==> src/rtl/hp_pkg.sv <==
package hp_pkg;
  localparam logic [3:0] OFF_UP    = 4'h0;
  localparam logic [3:0] OFF_DOWN  = 4'h4;
  localparam logic [3:0] OFF_EJECT = 4'h8;
  localparam logic [3:0] OFF_RMV   = 4'hC;
  localparam logic [3:0] BE_FULL   = 4'hF;

  typedef enum logic [1:0] {
    PH_DRAIN   = 2'd0,
    PH_REBUILD = 2'd1,
    PH_RUN     = 2'd2
  } hp_phase_e;
endpackage

==> src/rtl/hp_lowest_bit.sv <==
module hp_lowest_bit #(
  parameter int W = 32
) (
  input  logic [W-1:0] vec,
  output logic [W-1:0] onehot
);
  logic [W:0] seen;
  assign seen[0] = 1'b0;
  for (genvar i = 0; i < W; i++) begin : g_bit
    assign onehot[i]  = vec[i] & ~seen[i];
    assign seen[i+1]  = seen[i] | vec[i];
  end
endmodule

==> src/rtl/hp_slot_state.sv <==
module hp_slot_state
  import hp_pkg::*;
#(
  parameter int NUM_SLOTS = 32
) (
  input  logic                 clk,
  input  logic                 rst_n,
  input  hp_phase_e            phase,
  input  logic [NUM_SLOTS-1:0] ej_onehot,
  input  logic [NUM_SLOTS-1:0] ev_plug,
  input  logic [NUM_SLOTS-1:0] ev_unplug,
  input  logic [NUM_SLOTS-1:0] ev_cold,
  input  logic [NUM_SLOTS-1:0] fixed_slot,
  input  logic [NUM_SLOTS-1:0] occupied,
  output logic [NUM_SLOTS-1:0] present,
  output logic [NUM_SLOTS-1:0] down,
  output logic [NUM_SLOTS-1:0] capable
);
  logic [NUM_SLOTS-1:0] drop;
  assign drop = ej_onehot & ~fixed_slot;

  always_ff @(posedge clk or negedge rst_n) begin
    if (!rst_n) begin
      present <= '0;
      down    <= '0;
      capable <= '1;
    end else if (phase == PH_REBUILD) begin
      capable <= ~fixed_slot;
      present <= occupied;
      down    <= ev_unplug;
    end else begin
      present <= (present & ~drop) | ev_plug | ev_cold;
      down    <= (down & ~ej_onehot) | ev_unplug;
    end
  end
endmodule

==> src/rtl/hp_reg_read.sv <==
module hp_reg_read
  import hp_pkg::*;
#(
  parameter int NUM_SLOTS = 32
) (
  input  logic [3:0]           addr,
  input  logic [3:0]           be,
  input  logic [NUM_SLOTS-1:0] present,
  input  logic [NUM_SLOTS-1:0] down,
  input  logic [NUM_SLOTS-1:0] capable,
  output logic [31:0]          data
);
  always_comb begin
    data = '0;
    if (be == BE_FULL) begin
      unique case (addr)
        OFF_UP:   data = 32'(present & capable);
        OFF_DOWN: data = 32'(down);
        OFF_RMV:  data = 32'(capable);
        default:  data = '0;
      endcase
    end
  end
endmodule

==> src/rtl/slot_hotplug_ctrl.sv <==
module slot_hotplug_ctrl
  import hp_pkg::*;
#(
  parameter int NUM_SLOTS = 32
) (
  input  logic                 clk,
  input  logic                 rst_n,
  input  logic                 sys_reset_req,
  input  logic                 bus_valid,
  output logic                 bus_ready,
  input  logic                 bus_write,
  input  logic [3:0]           bus_addr,
  input  logic [3:0]           bus_be,
  input  logic [31:0]          bus_wdata,
  output logic                 rd_valid,
  output logic [31:0]          rd_data,
  input  logic [NUM_SLOTS-1:0] ev_plug,
  input  logic [NUM_SLOTS-1:0] ev_unplug,
  input  logic [NUM_SLOTS-1:0] ev_cold,
  input  logic [NUM_SLOTS-1:0] fixed_slot,
  input  logic [NUM_SLOTS-1:0] occupied,
  output logic                 gpe_hp_set,
  output logic [NUM_SLOTS-1:0] eject_strobe
);
  hp_phase_e            phase;
  logic [NUM_SLOTS-1:0] present, down, capable;
  logic [NUM_SLOTS-1:0] ej_src, ej_onehot;
  logic [31:0]          rd_mux;
  logic                 accept, wr_eject;

  assign bus_ready = (phase == PH_RUN);
  assign accept    = bus_valid & bus_ready;
  assign wr_eject  = accept & bus_write & (bus_addr == OFF_EJECT) & (bus_be == BE_FULL);
  assign ej_src    = (phase == PH_DRAIN) ? down
                   : (wr_eject ? bus_wdata[NUM_SLOTS-1:0] : '0);

  always_ff @(posedge clk or negedge rst_n) begin
    if (!rst_n) begin
      phase <= PH_DRAIN;
    end else begin
      unique case (phase)
        PH_DRAIN:   if (down == '0) phase <= PH_REBUILD;
        PH_REBUILD: phase <= PH_RUN;
        default:    if (sys_reset_req) phase <= PH_DRAIN;
      endcase
    end
  end

  hp_lowest_bit #(.W(NUM_SLOTS)) u_pick (
    .vec    (ej_src),
    .onehot (ej_onehot)
  );

  hp_slot_state #(.NUM_SLOTS(NUM_SLOTS)) u_state (
    .clk        (clk),
    .rst_n      (rst_n),
    .phase      (phase),
    .ej_onehot  (ej_onehot),
    .ev_plug    (ev_plug),
    .ev_unplug  (ev_unplug),
    .ev_cold    (ev_cold),
    .fixed_slot (fixed_slot),
    .occupied   (occupied),
    .present    (present),
    .down       (down),
    .capable    (capable)
  );

  hp_reg_read #(.NUM_SLOTS(NUM_SLOTS)) u_read (
    .addr    (bus_addr),
    .be      (bus_be),
    .present (present),
    .down    (down),
    .capable (capable),
    .data    (rd_mux)
  );

  always_ff @(posedge clk or negedge rst_n) begin
    if (!rst_n) begin
      rd_valid     <= 1'b0;
      rd_data      <= '0;
      gpe_hp_set   <= 1'b0;
      eject_strobe <= '0;
    end else begin
      rd_valid     <= accept & ~bus_write;
      if (accept & ~bus_write) rd_data <= rd_mux;
      gpe_hp_set   <= |(ev_plug | ev_unplug);
      eject_strobe <= ej_onehot;
    end
  end
endmodule

==> config.mk <==
export PLATFORM = sky130hd
export DESIGN_NAME = slot_hotplug_ctrl
export DESIGN_NICKNAME = d
export VERILOG_FILES = /design/src/rtl/hp_pkg.sv /design/src/rtl/hp_lowest_bit.sv /design/src/rtl/hp_slot_state.sv /design/src/rtl/hp_reg_read.sv /design/src/rtl/slot_hotplug_ctrl.sv
export SDC_FILE = /design/constraint.sdc
export NUM_CORES = 1
export LEC_CHECK = 0
export BUFFER_PORTS_ARGS = -buffer_cell sky130_fd_sc_hd__clkbuf_2
export CORE_MARGIN = 1
export CORE_UTILIZATION = 46
export CTS_CLUSTER_DIAMETER = 50
export DETAILED_ROUTE_END_ITERATION = 10
export MAX_ROUTING_LAYER = met4
export PLACE_DENSITY = 0.77
export RECOVER_POWER = 100
export SYNTH_ARGS = -nofsm -noshare
export SYNTH_HDL_FRONTEND = slang
export SYNTH_HIERARCHICAL = 1
export SYNTH_SLANG_ARGS = --single-unit
==> constraint.sdc <==
create_clock -name clk -period 2.9 [get_ports clk]
set_input_delay 0.145 -clock clk [delete_from_list [all_inputs] [get_ports clk]]
set_output_delay 0.145 -clock clk [all_outputs]
set_load 0.02 [all_outputs]
Word level (Yosys, flattened, before mapping)

Cells that the tools add are included.

Register bits: 164
Input port bits: 205
Output and inout bits: 67
Logic and storage cells: 139

Eq/ne operators: 7
Multiplexer cells: 9
Bitwise gates (word level): 109
Reduce and logical (&&, ||, !) cells: 6

Operator list:

| kind                                                                   | number |
|---|---|
| 32-bit two-way mux                                                     | 5 |
| 32-bit AND                                                             | 4 |
| 32-bit OR                                                              | 4 |
| 32-bit inverter                                                        | 3 |
| 32-bit one-hot mux with 3 select lines                                 | 1 |
| 1-bit AND                                                              | 36 |
| 32-bit zero test                                                       | 1 |
| 1-bit inverter                                                         | 32 |
| 32-bit OR reduction                                                    | 1 |
| 1-bit OR                                                               | 30 |
| 4-bit equality test (second input constant)                            | 3 |
| 4-bit by 3-bit equality test with 1-bit output (second input constant) | 1 |
| 4-bit zero test                                                        | 1 |
| 2-bit two-way mux                                                      | 2 |
| 2-bit one-hot mux with 2 select lines                                  | 1 |
| 3-bit nonzero test                                                     | 1 |
| 2-bit by 1-bit equality test with 1-bit output (second input constant) | 1 |
| 2-bit equality test (second input constant)                            | 1 |
| 2-bit zero test                                                        | 1 |
| 2-bit by 1-bit != test with 1-bit output (second input constant)       | 1 |
| 2-bit AND reduction                                                    | 1 |

Logic depth before layout (Yosys ltp)

Word-level depth: 45
Depth in mapped cells: 12
Mapped depth without buffers: 11

Hierarchy

The synthesis kept the hierarchy.

By module, submodules not included:

| module            | times used | cells each | area an instance (um^2) | sequential area each (um^2) |
|---|---|---|---|---|
| hp_slot_state     | 1          | 371        | 3,908.7                 | 2,442.3 |
| slot_hotplug_ctrl | 1          | 186        | 2,690.1                 | 1,701.6 |
| hp_reg_read       | 1          | 155        | 925.9                   | 0.0 |
| hp_lowest_bit     | 1          | 58         | 414.1                   | 0.0 |

Worst setup path before layout

OpenSTA, ideal clock, no wires.

Path type: flip-flop to flip-flop
From: register phase[0]
To: register u_state.present[30]
Library setup time: 0.129 ns
Arrival: 3.084 ns
Data required time: 2.771 ns
Setup slack: -0.312 ns
Stages on the path, launching flop included: 13
Buffers on the path: 1
Period minus slack after synthesis: 3.212 ns
Cell sequence: dfrtp_1 and2b_1 nand2_1 nor4_4 buf_6 a22o_1 or4_4 or4_4 nor4_4 and3b_1 inv_1 o21ai_0 a31oi_1

Cells in the longest elaborated chain, start to end: 44
Elaborated cells between the ends (all ways): 46
Those cells by class: eq/ne: 2; mux: 3; bitwise: 40; reduce/logical: 1

Ends and longest elaborated chain:

| item                     | RTL line                | text |
|---|---|---|
| start: declaration       | slot_hotplug_ctrl.sv:25 | `hp_phase_e phase;` |
| start signal: assignment | slot_hotplug_ctrl.sv:39 | `phase <= PH_DRAIN;` |
| start signal: assignment | slot_hotplug_ctrl.sv:42 | `PH_DRAIN: if (down == '0) phase <= PH_REBUILD;` |
| start signal: assignment | slot_hotplug_ctrl.sv:43 | `PH_REBUILD: phase <= PH_RUN;` |
| 2-bit equality test      | slot_hotplug_ctrl.sv:31 | `assign bus_ready = (phase == PH_RUN);` |
| named net bus_ready      | slot_hotplug_ctrl.sv:10 | `output logic bus_ready,` |
| 1-bit AND                | slot_hotplug_ctrl.sv:32 | `assign accept = bus_valid & bus_ready;` |
| 1-bit AND (3 in series)  | slot_hotplug_ctrl.sv:33 | `assign wr_eject = accept & bus_write & (bus_addr == OFF_EJECT) & (bus_be == BE_FULL);` |
| 32-bit two-way mux       | slot_hotplug_ctrl.sv:35 | `: (wr_eject ? bus_wdata[NUM_SLOTS-1:0] : '0);` |
| 32-bit two-way mux       | slot_hotplug_ctrl.sv:34 | `assign ej_src = (phase == PH_DRAIN) ? down` |
| named net ej_src[1]      | slot_hotplug_ctrl.sv:27 | `logic [NUM_SLOTS-1:0] ej_src, ej_onehot;` |
| 1-bit OR (29 in series)  | hp_lowest_bit.sv:11     | `assign seen[i+1] = seen[i] \| vec[i];` |
| 1-bit inverter           | hp_lowest_bit.sv:10     | `assign onehot[i] = vec[i] & ~seen[i];` |
| 1-bit AND                | hp_lowest_bit.sv:10     |  |
| named net ej_onehot[30]  | slot_hotplug_ctrl.sv:27 |  |
| 32-bit AND               | hp_slot_state.sv:20     | `assign drop = ej_onehot & ~fixed_slot;` |
| 32-bit inverter          | hp_slot_state.sv:32     | `present <= (present & ~drop) \| ev_plug \| ev_cold;` |
| 32-bit AND               | hp_slot_state.sv:32     |  |
| 32-bit OR (2 in series)  | hp_slot_state.sv:32     |  |
| 32-bit two-way mux       | hp_slot_state.sv:27     | `end else if (phase == PH_REBUILD) begin` |
| end signal: assignment   | hp_slot_state.sv:29     | `present <= occupied;` |
| end signal: assignment   | hp_slot_state.sv:32     |  |
| end: declaration         | hp_slot_state.sv:15     | `output logic [NUM_SLOTS-1:0] present,` |

The timed path passes the listed nets, and every way through them passes these cells.
A chain may end at the register's enable or synchronous reset.

Worst setup path after layout

From: register phase[1]
To: register u_state.present[22]

Elaborated cells between the ends (all ways): 38
Those cells by class: eq/ne: 2; mux: 3; bitwise: 32; reduce/logical: 1

RTL lines:

| item                        | RTL line |
|---|---|
| 2-bit equality test         | slot_hotplug_ctrl.sv:31 |
| 1-bit AND                   | slot_hotplug_ctrl.sv:32 |
| 1-bit AND (3 in series)     | slot_hotplug_ctrl.sv:33 |
| 32-bit two-way mux          | slot_hotplug_ctrl.sv:35 |
| 32-bit two-way mux (*)      | slot_hotplug_ctrl.sv:34 |
| named net ej_src[3]         | slot_hotplug_ctrl.sv:27 |
| 1-bit OR (*) (19 in series) | hp_lowest_bit.sv:11 |
| 1-bit inverter (*)          | hp_lowest_bit.sv:10 |
| 1-bit AND (*)               | hp_lowest_bit.sv:10 |
| named net ej_onehot[22]     | slot_hotplug_ctrl.sv:27 |
| 32-bit AND (*)              | hp_slot_state.sv:20 |
| 32-bit inverter (*)         | hp_slot_state.sv:32 |
| 32-bit AND (*)              | hp_slot_state.sv:32 |
| 32-bit OR (*) (2 in series) | hp_slot_state.sv:32 |
| 32-bit two-way mux (*)      | hp_slot_state.sv:27 |

The timed path passes the listed nets; every way through them passes the cells marked *.

==> impl_metrics.toml <==
[route]
route.detailed.drc = 0
drtPass1Iterations = 5
dr.first_iter.drc_count = 816
vias = 8094
vias_per_cell = 5.77
avgRoutedWirePerCell_um = 20.5
final_antenna_net_count = 0
wl_um = 28800

[floorplan]
die_x_um = 133
rows = 47
coreArea_um2 = 16700
die_h_um = 133
ios = 272
dieArea_um2 = 17800
initial_utilization_pct = 47.5

[final_layout]
fin_nets = 1373
final_common_cell = "clkbuf_2"
final_cell_mix = "209 x clkbuf_2, 132 x dfrtp_1, 102 x dlygate4sd3_1, 73 x nor2_1, 71 x clkbuf_1"
fin_area_um2 = 11300
finalNonFillerCells = 1403
drive_above_1_share_pct = 36.7
syn2layout_area_growth_pct = 42.8

[power]
p_sw_share_pct = 24.8
p_comb_share_pct = 15.0
peakVddDrop_uv = 436
power.net_switching_mw = 1.37
p_int_mw = 4.17
powerDensity_nw_per_um2 = 489
p_leak_nw = 4.96
p_seq_share_pct = 43.8
clkPwrFrac_pct = 41.2

[job]
drv_cap = 1

[synth]
synthCells = 770
synth-async-reset-ratio_pct = 100
ys_seq_elements = 164
synth_nets = 975
yosys.area.top_type = "dfrtp_1"
ys_top_cells_by_area = "dfrtp_1 42%, dfstp_2 11%, mux2_2 4.5%"
syn_area_per_cell_um2 = 10.3
synth_cell_types = 43
synthesis.area_um2 = 7940
yosysSeqAreaShare_pct = 52.2
synth_top_area_share_pct = 41.6
yosysWarningCount = 6
synth-edff-count = 0
synth_ff_type = "dfrtp_1"

[setup_path]
worstSetupPathType = "register to register"
cp.arrival_ps = 3250
worst_ep_required_time_ps = 3150
crit_fanout = 6
critPathCaptureType = "register"
crit_path_start_kind = "register"

[sta]
relSlewSlack_pct = -18.0
worst_slack_ps = -108
whs_ps = 11.4
period_share_pct = 104
rsz0062_at_grt = "yes"
finalMaxSlewViolations = 68
setup_viol = 25
setup_tns_ps = -1330
fin_crit_ps = 3010
hold_viol = 0
max_freq_mhz = 332
skew_ps = 15.1
worst_slew_pin_slew_ps = 1770

[global_routing]
overflow = 0
grt_use_total_pct = 33.7
antenna_found_initial = 2
grt_pass1_wl_um = 43700
grt_max_degree = 82
first_global_vias = 8247

[clock_network]
clock_latency_ps = 430
cts_tree = "done"
clockBufferDepth = 2
clock_sinks = 164
cts_max_level = 4
cts_root_buf = "clkbuf_16"
cts.reportedPaths.clkPinSlew_ps = 60
numCtsBuffers = 17

[placed_design]
place_area_um2 = 9620
dpl.cell_count = 1254
post-dp-hpwl_um = 19000
port_buffers = 271
gp_congestion = 0.891
pre_cts_ws_ps = -142

[hold_path]
hp-class = "input pin to register"

[run_status]
violations = "max-capacitance violations, max-slew violations, negative setup slack"
outcome = "complete, but fails checks"
## layout make-up
cell class	instances	area, µm²
Antenna cell	2	5.00
Clock buffer	23	458
Clock inverter	9	129
Fill cell	1310	5370
Inverter	33	124
Multi-Input combinational cell	524	3460
Sequential cell	164	4140
Tap cell	220	275
Timing Repair Buffer	428	2740
## per-stage QoR
step           power (mW)  util (%)
3_3_place_gp         3.14      57.6
3_5_place_dp         3.15      57.6
6_report             5.54      67.9
4_1_cts              5.54      67.6
2_1_floorplan        2.76         -
5_1_grt              5.73      67.9
## state kept, by name, indices dropped and copies added, names as in the netlist
name and flops:
gpe_hp_set 1, u_state/present 32, eject_strobe 32, u_state/down 32
rd_data 32, u_state/capable 32, phase 2, rd_valid 1
## Yosys cell counts, types with 2 or more instances
master and n:
nand3_1 2, nor2_2 2, o211ai_1 32, nor3b_1 34, nand3b_1 2, a22o_1 32, nand2_1 70, buf_6 17
or4_4 2, mux2_2 32, a31oi_1 32, dfrtp_1 132, and2_1 7, nor2_1 75, a31o_2 32, o21ai_0 56
nor4b_1 3, nor4_1 28, inv_1 33, and3b_1 6, buf_4 4, or3_1 2, a21oi_1 33, dfstp_2 32
o21ai_1 9, clkbuf_1 17, nand4_1 5, nor3_1 2, nor4_4 2, and3_1 11, and4b_1 3, buf_2 10
## layer usage
| layer | GRT usage (%) | vias up | routed length (µm) |
|---|---|---|---|
| met1 | 41.7 | 3874 | 11500 |
| met2 | 53.2 | 505 | 13800 |
| met3 | 6.09 | 96 | 2280 |
| li1 | - | 3619 | - |
| met4 | 16.8 | 0 | 1240 |
| met5 | - | - | 0 |
## worst max-delay path, stage by stage (launching register included)
cell     delay (ps)
dfrtp_1         370
and2b_2         220
nand2_4          70
nor4_4           60
a22o_1          230
or4_4           540
or4_4           540
nor3_4          240
buf_6           140
and2_4          140
inv_2            40
o21ai_2         120
a31oi_1         110
## repair_timing
action / in CTS / in global routing
hold buffers: 102 / 0
endpoints found under the hold margin: 147 / 0
gates resized for setup: 6 / 38
pin swaps: 5 / 22
setup endpoints to repair: 28 / 43
buffers inserted: 6 / 7
## worst paths after layout
path | cells past startpoint | endpoint | start | slack (ps)
hold reg to reg | 2 | u_state/capable[13]$_DFFE_PN1P_ | u_state/capable[13]$_DFFE_PN1P_ | 460
setup / recovery | 12 | u_state/present[22]$_DFF_PN0_ | phase[1]$_DFFE_PN0P_ | -110
hold / removal | 3 | u_state/present[2]$_DFF_PN0_ | ev_cold[2] | 10
min in group asynchronous | 2 | rd_valid$_DFF_PN0_ | rst_n | 740
max in group asynchronous | 3 | u_state/down[12]$_DFF_PN0_ | rst_n | 420
setup reg to reg | 12 | u_state/present[22]$_DFF_PN0_ | phase[1]$_DFFE_PN0P_ | -110
## cell families (layout without fill, tap and decap cells)
kind of cell | count (synthesis) | after routing | share of synthesized area (%)
DFF | 164 | 164 | 52.2
muxes | 32 | 32 | 4.54
other | 0 | 2 | 0
and+or+nand+nor | 266 | 266 | 18.4
buffers and inverters | 82 | 493 | 6.04
AOI/OAI and AO/OA | 226 | 226 | 18.8
## power groups by stage
stage                     Clock (mW)  Combinational, mW  Sequential [mW]
after CTS                       2.30              0.812             2.42
after global routing            2.40              0.895             2.43
final                           2.28              0.831             2.42
after floorplan                    0              0.288             2.47
after global placement             0              0.679             2.46
after detailed placement           0              0.687             2.46
Note: power is estimated with default switching activity, not from simulation.
